--- config.mk ---
export PLATFORM = sky130hd
export DESIGN_NAME = gpio_lockbank_regs
export DESIGN_NICKNAME = d
export VERILOG_FILES = /design/src/rtl/gpio_lock_pkg.sv /design/src/rtl/gpio_addr_decode.sv /design/src/rtl/gpio_in_sync.sv /design/src/rtl/gpio_lock_guard.sv /design/src/rtl/gpio_lockbank_regs.sv
export SDC_FILE = /design/constraint.sdc
export NUM_CORES = 1
export LEC_CHECK = 0
export BUFFER_PORTS_ARGS = -buffer_cell sky130_fd_sc_hd__buf_4
export CAP_MARGIN = 10
export CORE_AREA = 3 3 340 174
export DETAILED_ROUTE_END_ITERATION = 8
export DIE_AREA = 0 0 343 177
export PLACE_DENSITY = 0.88
export SLEW_MARGIN = 20
export SYNTH_ARGS = -nofsm -noshare
export SYNTH_HDL_FRONTEND = slang
export SYNTH_HIERARCHICAL = 1
export SYNTH_SLANG_ARGS = --single-unit
--- constraint.sdc ---
create_clock -name clk -period 5.04 [get_ports clk]
set_input_delay 1.008 -clock clk [delete_from_list [all_inputs] [get_ports clk]]
set_output_delay 1.008 -clock clk [all_outputs]
set_load 0.03 [all_outputs]
--- src/rtl/gpio_lock_pkg.sv ---
package gpio_lock_pkg;
    localparam int MAX_BANKS      = 8;
    localparam int LINES_PER_BANK = 32;
    localparam int WORD_W         = 32;

    localparam logic [31:0] UNLOCK_KEY  = 32'h00A5_A501;
    localparam logic [9:0]  W_CTRL_BASE = 10'd64;
    localparam logic [9:0]  W_LOCK_BASE = 10'd320;
    localparam logic [9:0]  W_KEY       = 10'd328;

    typedef enum logic [2:0] {
        RGN_NONE, RGN_OUT, RGN_IN, RGN_SET, RGN_CLR, RGN_CTRL, RGN_LOCK, RGN_KEY
    } region_e;

    typedef struct packed {
        region_e    region;
        logic [2:0] bank;
        logic [7:0] line;
        logic       valid;
    } decode_t;
endpackage

--- src/rtl/gpio_addr_decode.sv ---
module gpio_addr_decode
    import gpio_lock_pkg::*;
#(
    parameter int NUM_BANKS = 4
) (
    input  logic [11:0] addr,
    output decode_t     dec
);
    localparam int NUM_LINES = NUM_BANKS * LINES_PER_BANK;

    logic [9:0] word;

    always_comb begin
        word       = addr[11:2];
        dec.region = RGN_NONE;
        dec.bank   = word[2:0];
        dec.line   = 8'(word - W_CTRL_BASE);
        dec.valid  = 1'b0;
        if (addr[1:0] == 2'b00) begin
            if (word < 10'd32) begin
                unique case (word[4:3])
                    2'd0: dec.region = RGN_OUT;
                    2'd1: dec.region = RGN_IN;
                    2'd2: dec.region = RGN_SET;
                    default: dec.region = RGN_CLR;
                endcase
                dec.valid = int'(dec.bank) < NUM_BANKS;
            end else if (word >= W_CTRL_BASE && word < W_LOCK_BASE) begin
                dec.region = RGN_CTRL;
                dec.valid  = int'(dec.line) < NUM_LINES;
            end else if (word >= W_LOCK_BASE && word < W_KEY) begin
                dec.region = RGN_LOCK;
                dec.valid  = int'(dec.bank) < NUM_BANKS;
            end else if (word == W_KEY) begin
                dec.region = RGN_KEY;
                dec.valid  = 1'b1;
            end
        end
    end
endmodule

--- src/rtl/gpio_in_sync.sv ---
module gpio_in_sync #(
    parameter int WIDTH = 128
) (
    input  logic             clk,
    input  logic             rst_n,
    input  logic [WIDTH-1:0] pin_async,
    output logic [WIDTH-1:0] pin_sync
);
    typedef struct packed {
        logic [WIDTH-1:0] meta;
        logic [WIDTH-1:0] sync;
    } sync_t;

    sync_t sy_d, sy_q;

    always_comb begin
        sy_d.meta = pin_async;
        sy_d.sync = sy_q.meta;
    end

    always_ff @(posedge clk or negedge rst_n) begin
        if (!rst_n) sy_q <= '0;
        else        sy_q <= sy_d;
    end

    assign pin_sync = sy_q.sync;
endmodule

--- src/rtl/gpio_lock_guard.sv ---
module gpio_lock_guard
    import gpio_lock_pkg::*;
#(
    parameter int NUM_BANKS = 4
) (
    input  logic                 clk,
    input  logic                 rst_n,
    input  logic                 wr_en,
    input  decode_t              dec,
    input  logic [WORD_W-1:0]    wdata,
    output logic [NUM_BANKS*LINES_PER_BANK-1:0] lock_bits,
    output logic                 armed
);
    localparam int NUM_LINES = NUM_BANKS * LINES_PER_BANK;

    typedef struct packed {
        logic                 armed;
        logic [NUM_LINES-1:0] lock;
    } guard_t;

    guard_t gd_d, gd_q;

    always_comb begin
        gd_d = gd_q;
        if (wr_en) begin
            gd_d.armed = (dec.region == RGN_KEY) && (wdata == UNLOCK_KEY);
            if (dec.region == RGN_LOCK && dec.valid && gd_q.armed) begin
                for (int b = 0; b < NUM_BANKS; b++) begin
                    if (int'(dec.bank) == b)
                        gd_d.lock[b*LINES_PER_BANK +: LINES_PER_BANK] = wdata;
                end
            end
        end
    end

    always_ff @(posedge clk or negedge rst_n) begin
        if (!rst_n) begin
            gd_q.armed <= 1'b0;
            gd_q.lock  <= '1;
        end else begin
            gd_q <= gd_d;
        end
    end

    assign lock_bits = gd_q.lock;
    assign armed     = gd_q.armed;
endmodule

--- src/rtl/gpio_lockbank_regs.sv ---
module gpio_lockbank_regs
    import gpio_lock_pkg::*;
#(
    parameter int NUM_BANKS = 4
) (
    input  logic                                clk,
    input  logic                                rst_n,
    input  logic [11:0]                         bus_addr,
    input  logic                                bus_we,
    input  logic [31:0]                         bus_wdata,
    output logic [31:0]                         bus_rdata,
    input  logic [NUM_BANKS*LINES_PER_BANK-1:0] pin_in,
    output logic [NUM_BANKS*LINES_PER_BANK-1:0] pin_out,
    output logic [NUM_BANKS*LINES_PER_BANK-1:0] pin_oe
);
    localparam int NUM_LINES = NUM_BANKS * LINES_PER_BANK;

    typedef struct packed {
        logic [NUM_LINES-1:0] dir;
        logic [NUM_LINES-1:0] out;
    } line_state_t;

    decode_t              dec;
    logic [NUM_LINES-1:0] lock_q;
    logic                 armed;
    logic [NUM_LINES-1:0] in_sync;
    line_state_t          ls_d, ls_q;
    logic [31:0]          rdata;

    gpio_addr_decode #(.NUM_BANKS(NUM_BANKS)) i_decode (
        .addr (bus_addr),
        .dec  (dec)
    );

    gpio_lock_guard #(.NUM_BANKS(NUM_BANKS)) i_guard (
        .clk       (clk),
        .rst_n     (rst_n),
        .wr_en     (bus_we),
        .dec       (dec),
        .wdata     (bus_wdata),
        .lock_bits (lock_q),
        .armed     (armed)
    );

    gpio_in_sync #(.WIDTH(NUM_LINES)) i_sync (
        .clk       (clk),
        .rst_n     (rst_n),
        .pin_async (pin_in),
        .pin_sync  (in_sync)
    );

    always_comb begin
        ls_d = ls_q;
        if (bus_we && dec.valid) begin
            for (int b = 0; b < NUM_BANKS; b++) begin
                if (int'(dec.bank) == b) begin
                    if (dec.region == RGN_SET)
                        ls_d.out[b*LINES_PER_BANK +: LINES_PER_BANK] =
                            ls_q.out[b*LINES_PER_BANK +: LINES_PER_BANK] | bus_wdata;
                    if (dec.region == RGN_CLR)
                        ls_d.out[b*LINES_PER_BANK +: LINES_PER_BANK] =
                            ls_q.out[b*LINES_PER_BANK +: LINES_PER_BANK] & ~bus_wdata;
                end
            end
            if (dec.region == RGN_CTRL) begin
                for (int i = 0; i < NUM_LINES; i++) begin
                    if (int'(dec.line) == i && !lock_q[i])
                        ls_d.dir[i] = bus_wdata[0];
                end
            end
        end
    end

    always_ff @(posedge clk or negedge rst_n) begin
        if (!rst_n) begin
            ls_q.dir <= '1;
            ls_q.out <= '0;
        end else begin
            ls_q <= ls_d;
        end
    end

    always_comb begin
        rdata = '0;
        if (dec.valid) begin
            unique case (dec.region)
                RGN_OUT, RGN_IN, RGN_LOCK: begin
                    for (int b = 0; b < NUM_BANKS; b++) begin
                        if (int'(dec.bank) == b) begin
                            if (dec.region == RGN_OUT)
                                rdata = ls_q.out[b*LINES_PER_BANK +: LINES_PER_BANK];
                            else if (dec.region == RGN_IN)
                                rdata = in_sync[b*LINES_PER_BANK +: LINES_PER_BANK];
                            else
                                rdata = lock_q[b*LINES_PER_BANK +: LINES_PER_BANK];
                        end
                    end
                end
                RGN_CTRL: begin
                    for (int i = 0; i < NUM_LINES; i++) begin
                        if (int'(dec.line) == i) rdata = {31'b0, ls_q.dir[i]};
                    end
                end
                default: rdata = '0;
            endcase
        end
    end

    assign bus_rdata = rdata;
    assign pin_out   = ls_q.out;
    assign pin_oe    = ~ls_q.dir;
endmodule

==> reports/results.tsv, run 1 <==
metric	value	unit
period_share	1.080	
cts.sinks	641	
wirelength	130.5	mm
synth_simple_gate_area_frac	0.1337	
yosysSeqAreaShare	0.5599	
initial_utilization	0.5231	
cts_buffers	55	
syn_inst	2924	
crit_path_end_kind	primary output	
yosys-top-cells-count	nand2_1, dfrtp_1, o21ai_0	
synth_xor_area_frac	0	
die_y	177	um
hp-start	i_sync/sy_d[30]	
grt_overflow	0	
worstHoldEndpoint	i_sync/pin_sync[30]	
clock_skew	0.02009	ns
synth_mux_area_frac	0.05746	
synth_top_family_by_area	compound AO/OA/AOI/OAI gates	
violations	setup timing	
track_usage	0.4177	
grt_pass1_wl	181.5	mm
instances_no_fill	4101	
clkTransAtPathRegs	0.06	ns
cp_data_arrival_time	4.44	ns
cts_tree	built	
post-place-ws	-0.6073	ns
synthAdderAreaFrac	0.002997	
powerDensity	298.4	mW/mm^2
antenna_found_initial	6	
gp_congestion	1.069	
ys_async_sr_fraction	1.000	
maxSlewViolCount	0	
synth_ff_type	dfrtp_1	
first_pass_iters	8	
grt_max_degree	138	
worst_pin_slew	1.097	ns
port_buffers	462	
drcViolationCount	0	
p_sw	2707	uW
drv_cap	0	
hold_depth	0	
reg2reg_depth	4	
critPathKind	in -> out	
num_rows	61	
clk_latency	0.63	ns
cts_root_buf	clkbuf_16	
cts_buffer_depth	3	
synth_edf_count	0	
setup_viol	32	
cp.required	4.03	ns
htreeDepth	2	
synth_area_leaders	dfrtp_1, dfstp_2, nand2_1, o21ai_0, a31oi_1	
total_power	10890	uW
synth.largest_area_cell	dfrtp_1	
pwr-share-seq	0.489	
r2r-start	i_guard/armed	
syn_to_final_growth	24.84	%
detail_route.wl_per_cell	31.82	um
rsz0062_at_grt	true	
die_area	0.06071	sq mm
synth-warning-count	6	
synth_most_common_cell	nand2_1	
synth_top_area_share	0.3297	
p_sw_frac	0.2486	
nets	3476	
rr_endpoint	i_guard/lock_bits[14]	
p_int	8180	uW
drive_above_1_share	0.3819	
syn_avg_cell_area	9.994	sq um
synth_cell_types	87	
max_freq	183.7	MHz
power.share.clock	0.428	
syn_area	0.02922	sq mm
synthesis.nets	3106	
dp_cells	3964	
synth-compound-area-share	0.1578	
io_pins	463	
finalHoldViolCount	0	
fp.coreArea	0.05587	sq mm
p_leak	0.01689	uW
synth-seq-cells	641	
maxSlewHeadroom	0.2684	
avgViaCountPerCell	6.452	
ant_nets	0	
num_vias	26460	
placed_area	0.03343	sq mm
post-route-cell-area	0.03648	sq mm
combPwrFrac	0.083	
outcome	finished with violations	
grt_pass1_vias	24490	
start_kind	input port	
hp-class	reg -> reg	
vdd_drop_max	207.6	uV
period_needed	5.444	ns
dieWidth	343	um
setup_slack	-0.4045	ns
drt_iter0_markers	4783	
cp_max_fo	8	
dp.final_hpwl	94.78	mm
rrSetupSlack	3.32	ns
## stage by stage
step / setup TNS, ns / util / hold WS, ns
floorplan: 0 / - / 0.3312
global placement: -11.97 / 0.5985 / 0.3317
detailed placement: -13.42 / 0.5985 / 0.3347
CTS: -6.863 / 0.6433 / 0.3453
global route: -10.46 / 0.6529 / 0.3486
finish: -9.003 / 0.6530 / 0.3432
## cell usage in the layout, fill, tap and decap left out, drive strengths merged, types with 6 or more instances in the layout
| cell | synthesis | final |
|---|---|---|
| dfrtp | 385 | 385 |
| nor4 | 11 | 11 |
| bufinv | 0 | 8 |
| dfstp | 256 | 256 |
| nand3b | 6 | 6 |
| a22oi | 7 | 7 |
| nor3 | 136 | 136 |
| clkbuf | 154 | 76 |
| nor2b | 18 | 18 |
| mux2i | 8 | 8 |
| a21oi | 156 | 156 |
| a32oi | 7 | 7 |
| nand2 | 421 | 421 |
| o22ai | 47 | 47 |
| buf | 211 | 672 |
| inv | 138 | 140 |
| a31oi | 207 | 207 |
| a311oi | 7 | 7 |
| a211oi | 9 | 9 |
| o21ai | 262 | 262 |
| nor2 | 119 | 119 |
| mux2 | 128 | 128 |
| o211ai | 41 | 41 |
| ha | 7 | 7 |
| nand2b | 16 | 17 |
| nand3 | 73 | 73 |
| clkinv | 0 | 18 |
## per-layer routing
layer / routed length (um) / global-route usage / up-vias
li1: - / - / 10820
met1: 51560 / 0.6049 / 13190
met2: 52410 / 0.5591 / 2141
met3: 21810 / 0.1890 / 301
met4: 4668 / 0.1210 / 6
met5: 37 / 0 / -
## logic make-up (layout without fill, tap and decap cells)
group / Yosys count / after routing
multiplexers: 138 / 138
AO/OA/AOI/OAI: 784 / 784
buffers and inverters: 503 / 919
AND/OR/NAND/NOR: 851 / 852
other: 0 / 4
flip-flops: 641 / 641
adder cells (fa/ha/maj): 7 / 7
## power by group through the flow
stage | combinational (uW) | sequential (uW) | clock [uW]
after floorplan | 358 | 5390 | 0
after global placement | 804 | 5410 | 0
after detailed placement | 812 | 5410 | 0
after CTS | 843 | 5320 | 4670
after global routing | 944 | 5330 | 4890
final | 902 | 5330 | 4660
## worst max-delay path, stage by stage
cell and delay (ns):
buf_6 0.09, or4b_4 0.54, or4_4 0.51, o22ai_4 0.18, a32o_2 0.30, buf_6 0.17
nand2b_4 0.07, nor2_4 0.10, buf_12 0.15, buf_12 0.16, nand2_4 0.06, a31oi_4 0.15
a211oi_2 0.10, o31ai_2 0.42, a41o_1 0.25, buf_6 0.16
## worst max-delay path by stage
stage | startpoint | endpoint | slack [ns]
floorplan | bus_addr[5] | bus_rdata[28] | 0.006
global placement | bus_addr[5] | bus_rdata[0] | -0.55
global route | bus_addr[11] | bus_rdata[0] | -0.43
CTS | bus_addr[11] | bus_rdata[25] | -0.28
detailed placement | bus_addr[11] | bus_rdata[0] | -0.61
finish | bus_addr[11] | bus_rdata[0] | -0.40
## layout make-up
| class | count | area [sq um] |
|---|---|---|
| fill | 4367 | 19390 |
| sequential | 641 | 16360 |
| clock buffer | 72 | 1553 |
| tap | 756 | 945.9 |
| inverter | 138 | 523.0 |
| antenna | 4 | 10.01 |
| timing repair buffer | 677 | 5859 |
| clock inverter | 32 | 400.4 |
| multi-input combinational | 1781 | 10830 |
## what timing repair did
action                                  in CTS  in global routing
resized for setup                           88                 91
endpoints found under the setup margin      32                 32
hold buffers                                 0                  0
hold endpoints to repair                     0                  0
pin swaps                                   32                 37
setup buffers                                7                 10
gates cloned                                 6                  6
Power figures use the tool's default switching activity.
==> run 2: changes to the inputs <==
--- a/config.mk
+++ b/config.mk
@@ -7,9 +7,9 @@
 export LEC_CHECK = 0
 export BUFFER_PORTS_ARGS = -buffer_cell sky130_fd_sc_hd__buf_4
 export CAP_MARGIN = 10
-export CORE_AREA = 3 3 340 174
+export CORE_AREA = 2 2 339 173
 export DETAILED_ROUTE_END_ITERATION = 8
-export DIE_AREA = 0 0 343 177
+export DIE_AREA = 0 0 341 175
 export PLACE_DENSITY = 0.88
 export SLEW_MARGIN = 20
 export SYNTH_ARGS = -nofsm -noshare
==> reports/results.tsv, run 2 (synthesis gave the netlist of run 1 again) <==
metric	value	unit
outcome	finished with violations	
violations	setup timing	
num-fill-cells	4261	
syn_to_final_growth	25.25	%
start_kind	input port	
gp_congestion	1.021	
cts.sinks	641	
clock_skew	0.04037	ns
powerDensity	295.5	mW/mm^2
num_vias	25840	
cts_tree	built	
htreeDepth	2	
mostFrequentLayoutCells	buf_4, nand2_1, dfrtp_1	
regArea	0.01636	sq mm
dp.final_hpwl	79.85	mm
avgViaCountPerCell	6.243	
rsz0062_at_grt	true	
placed_area	0.03359	sq mm
combPwrFrac	0.083	
fp.coreArea	0.05671	sq mm
period_share	1.031	
hp-start	i_sync/sy_d[43]	
clk_latency	0.63	ns
grt_pass1_vias	24550	
setup_slack	-0.1573	ns
grt_overflow	0	
clkTransAtPathRegs	0.07	ns
rr_endpoint	i_guard/lock_bits[110]	
rrSetupSlack	3.21	ns
post-route-cell-area	0.03660	sq mm
io_pins	463	
drcViolationCount	0	
die_area	0.05968	sq mm
detail_route.wl_per_cell	27.23	um
maxSlewViolCount	0	
grt_pass1_wl	161.3	mm
critPathKind	in -> out	
setup_viol	31	
crit_path_end_kind	primary output	
r2r-start	i_guard/armed	
p_sw_frac	0.2495	
first_pass_iters	6	
worst_pin_slew	0.8678	ns
reg2reg_depth	4	
track_usage	0.3653	
p_leak	0.01703	uW
die_y	175	um
initial_utilization	0.5153	
dieWidth	341	um
cts_buffers	55	
cts_root_buf	clkbuf_16	
grt_max_degree	139	
cts_buffer_depth	3	
pwr-share-seq	0.493	
drive_above_1_share	0.3837	
multi_input_area	0.01072	sq mm
p_sw	2698	uW
fin_tns_setup	-1.927	ns
cp.required	4.03	ns
final_common_cell	buf_4	
cp_data_arrival_time	4.19	ns
period_needed	5.197	ns
wirelength	112.7	mm
hp-class	reg -> reg	
vdd_drop_max	317.6	uV
nets	3498	
worstHoldEndpoint	i_sync/pin_sync[43]	
hold_depth	0	
finalHoldViolCount	0	
ant_nets	0	
antenna_found_initial	9	
maxSlewHeadroom	0.4215	
drt_iter0_markers	3647	
cp_max_fo	12	
max_freq	192.4	MHz
power.share.clock	0.424	
num_rows	62	
drv_cap	0	
port_buffers	462	
p_int	8117	uW
[run 2: changes by cell type in the layout (fill, tap and decap cells not counted), moves of 6 or more]
cell,before,now
a31oi_1,199,206
buf_4,591,611
nand2_1,405,398
nand2_2,9,16
nand3_1,64,57
nand3_2,9,16
o21ai_0,224,218
o21ai_1,33,43
o22ai_1,34,42
o22ai_2,10,4
[run 2: what timing repair did]
item / CTS / global route
endpoints found under the setup margin: 32 / 32
pin swaps: 30 / 41
gates resized for setup: 74 / 102
cloned: 8 / 3
setup buffers: 12 / 12
hold buffers: 0 / 0
[run 2: layout make-up]
type,count,share of cell area
antenna,9,0.0006153
clock buffer,74,0.04314
clock inverter,29,0.009435
inverter,138,0.01443
multi-input combinational,1780,0.2927
sequential,641,0.4470
tap,768,0.02625
timing repair buffer,700,0.1664
[run 2: metal layers]
layer,global-route usage,vias to the layer above,part of all wire
met1,0.4957,12660,0.38
li1,-,10870,-
met4,0.1301,0,0.040
met3,0.1165,352,0.14
met2,0.5538,1958,0.45
met5,0,-,0
[run 2: critical path, cell delays in order]
cell and delay, ns:
buf_8 0.11, inv_6 0.05, ha_4 0.12, or4b_4 0.46, o31a_1 0.29, buf_4 0.15
o22ai_4 0.14, a32o_2 0.26, nor2b_4 0.22, nand2b_4 0.15, buf_12 0.19, buf_4 0.17
nand2_1 0.07, nand3_1 0.09, o211ai_1 0.11, o21ai_0 0.14, o22ai_1 0.22, nor2_2 0.07
buf_4 0.17
[run 2: how the worst max path moves through the flow]
| stage | start | endpoint | slack, ns |
|---|---|---|---|
| 3_3_place_gp | bus_addr[5] | bus_rdata[0] | -0.25 |
| 5_1_grt | bus_addr[6] | bus_rdata[7] | -0.25 |
| 2_1_floorplan | bus_addr[5] | bus_rdata[28] | 0.006 |
| 3_5_place_dp | bus_addr[5] | bus_rdata[0] | -0.32 |
| 6_report | bus_addr[6] | bus_rdata[26] | -0.16 |
| 4_1_cts | bus_addr[6] | bus_rdata[0] | -0.1 |
[run 2: power by group through the flow]
| stage | combinational [uW] | clock, uW | sequential [uW] |
|---|---|---|---|
| after floorplan | 358 | 0 | 5390 |
| after global placement | 808 | 0 | 5410 |
| after detailed placement | 816 | 0 | 5410 |
| after CTS | 849 | 4600 | 5330 |
| after global routing | 949 | 4830 | 5330 |
| final | 900 | 4590 | 5330 |
[run 2: stage by stage]
step	util	cells	setup slack [ns]	power (uW)	hold slack (ns)
floorplan	-	2924	0.005578	5744	0.3312
global placement	0.5924	3992	-0.2547	6221	0.3313
detailed placement	0.5924	3992	-0.3150	6230	0.3347
CTS	0.6366	4115	-0.09876	10770	0.3475
global route	0.6454	4137	-0.2466	11110	0.3535
finish	0.6455	4139	-0.1573	10820	0.3433
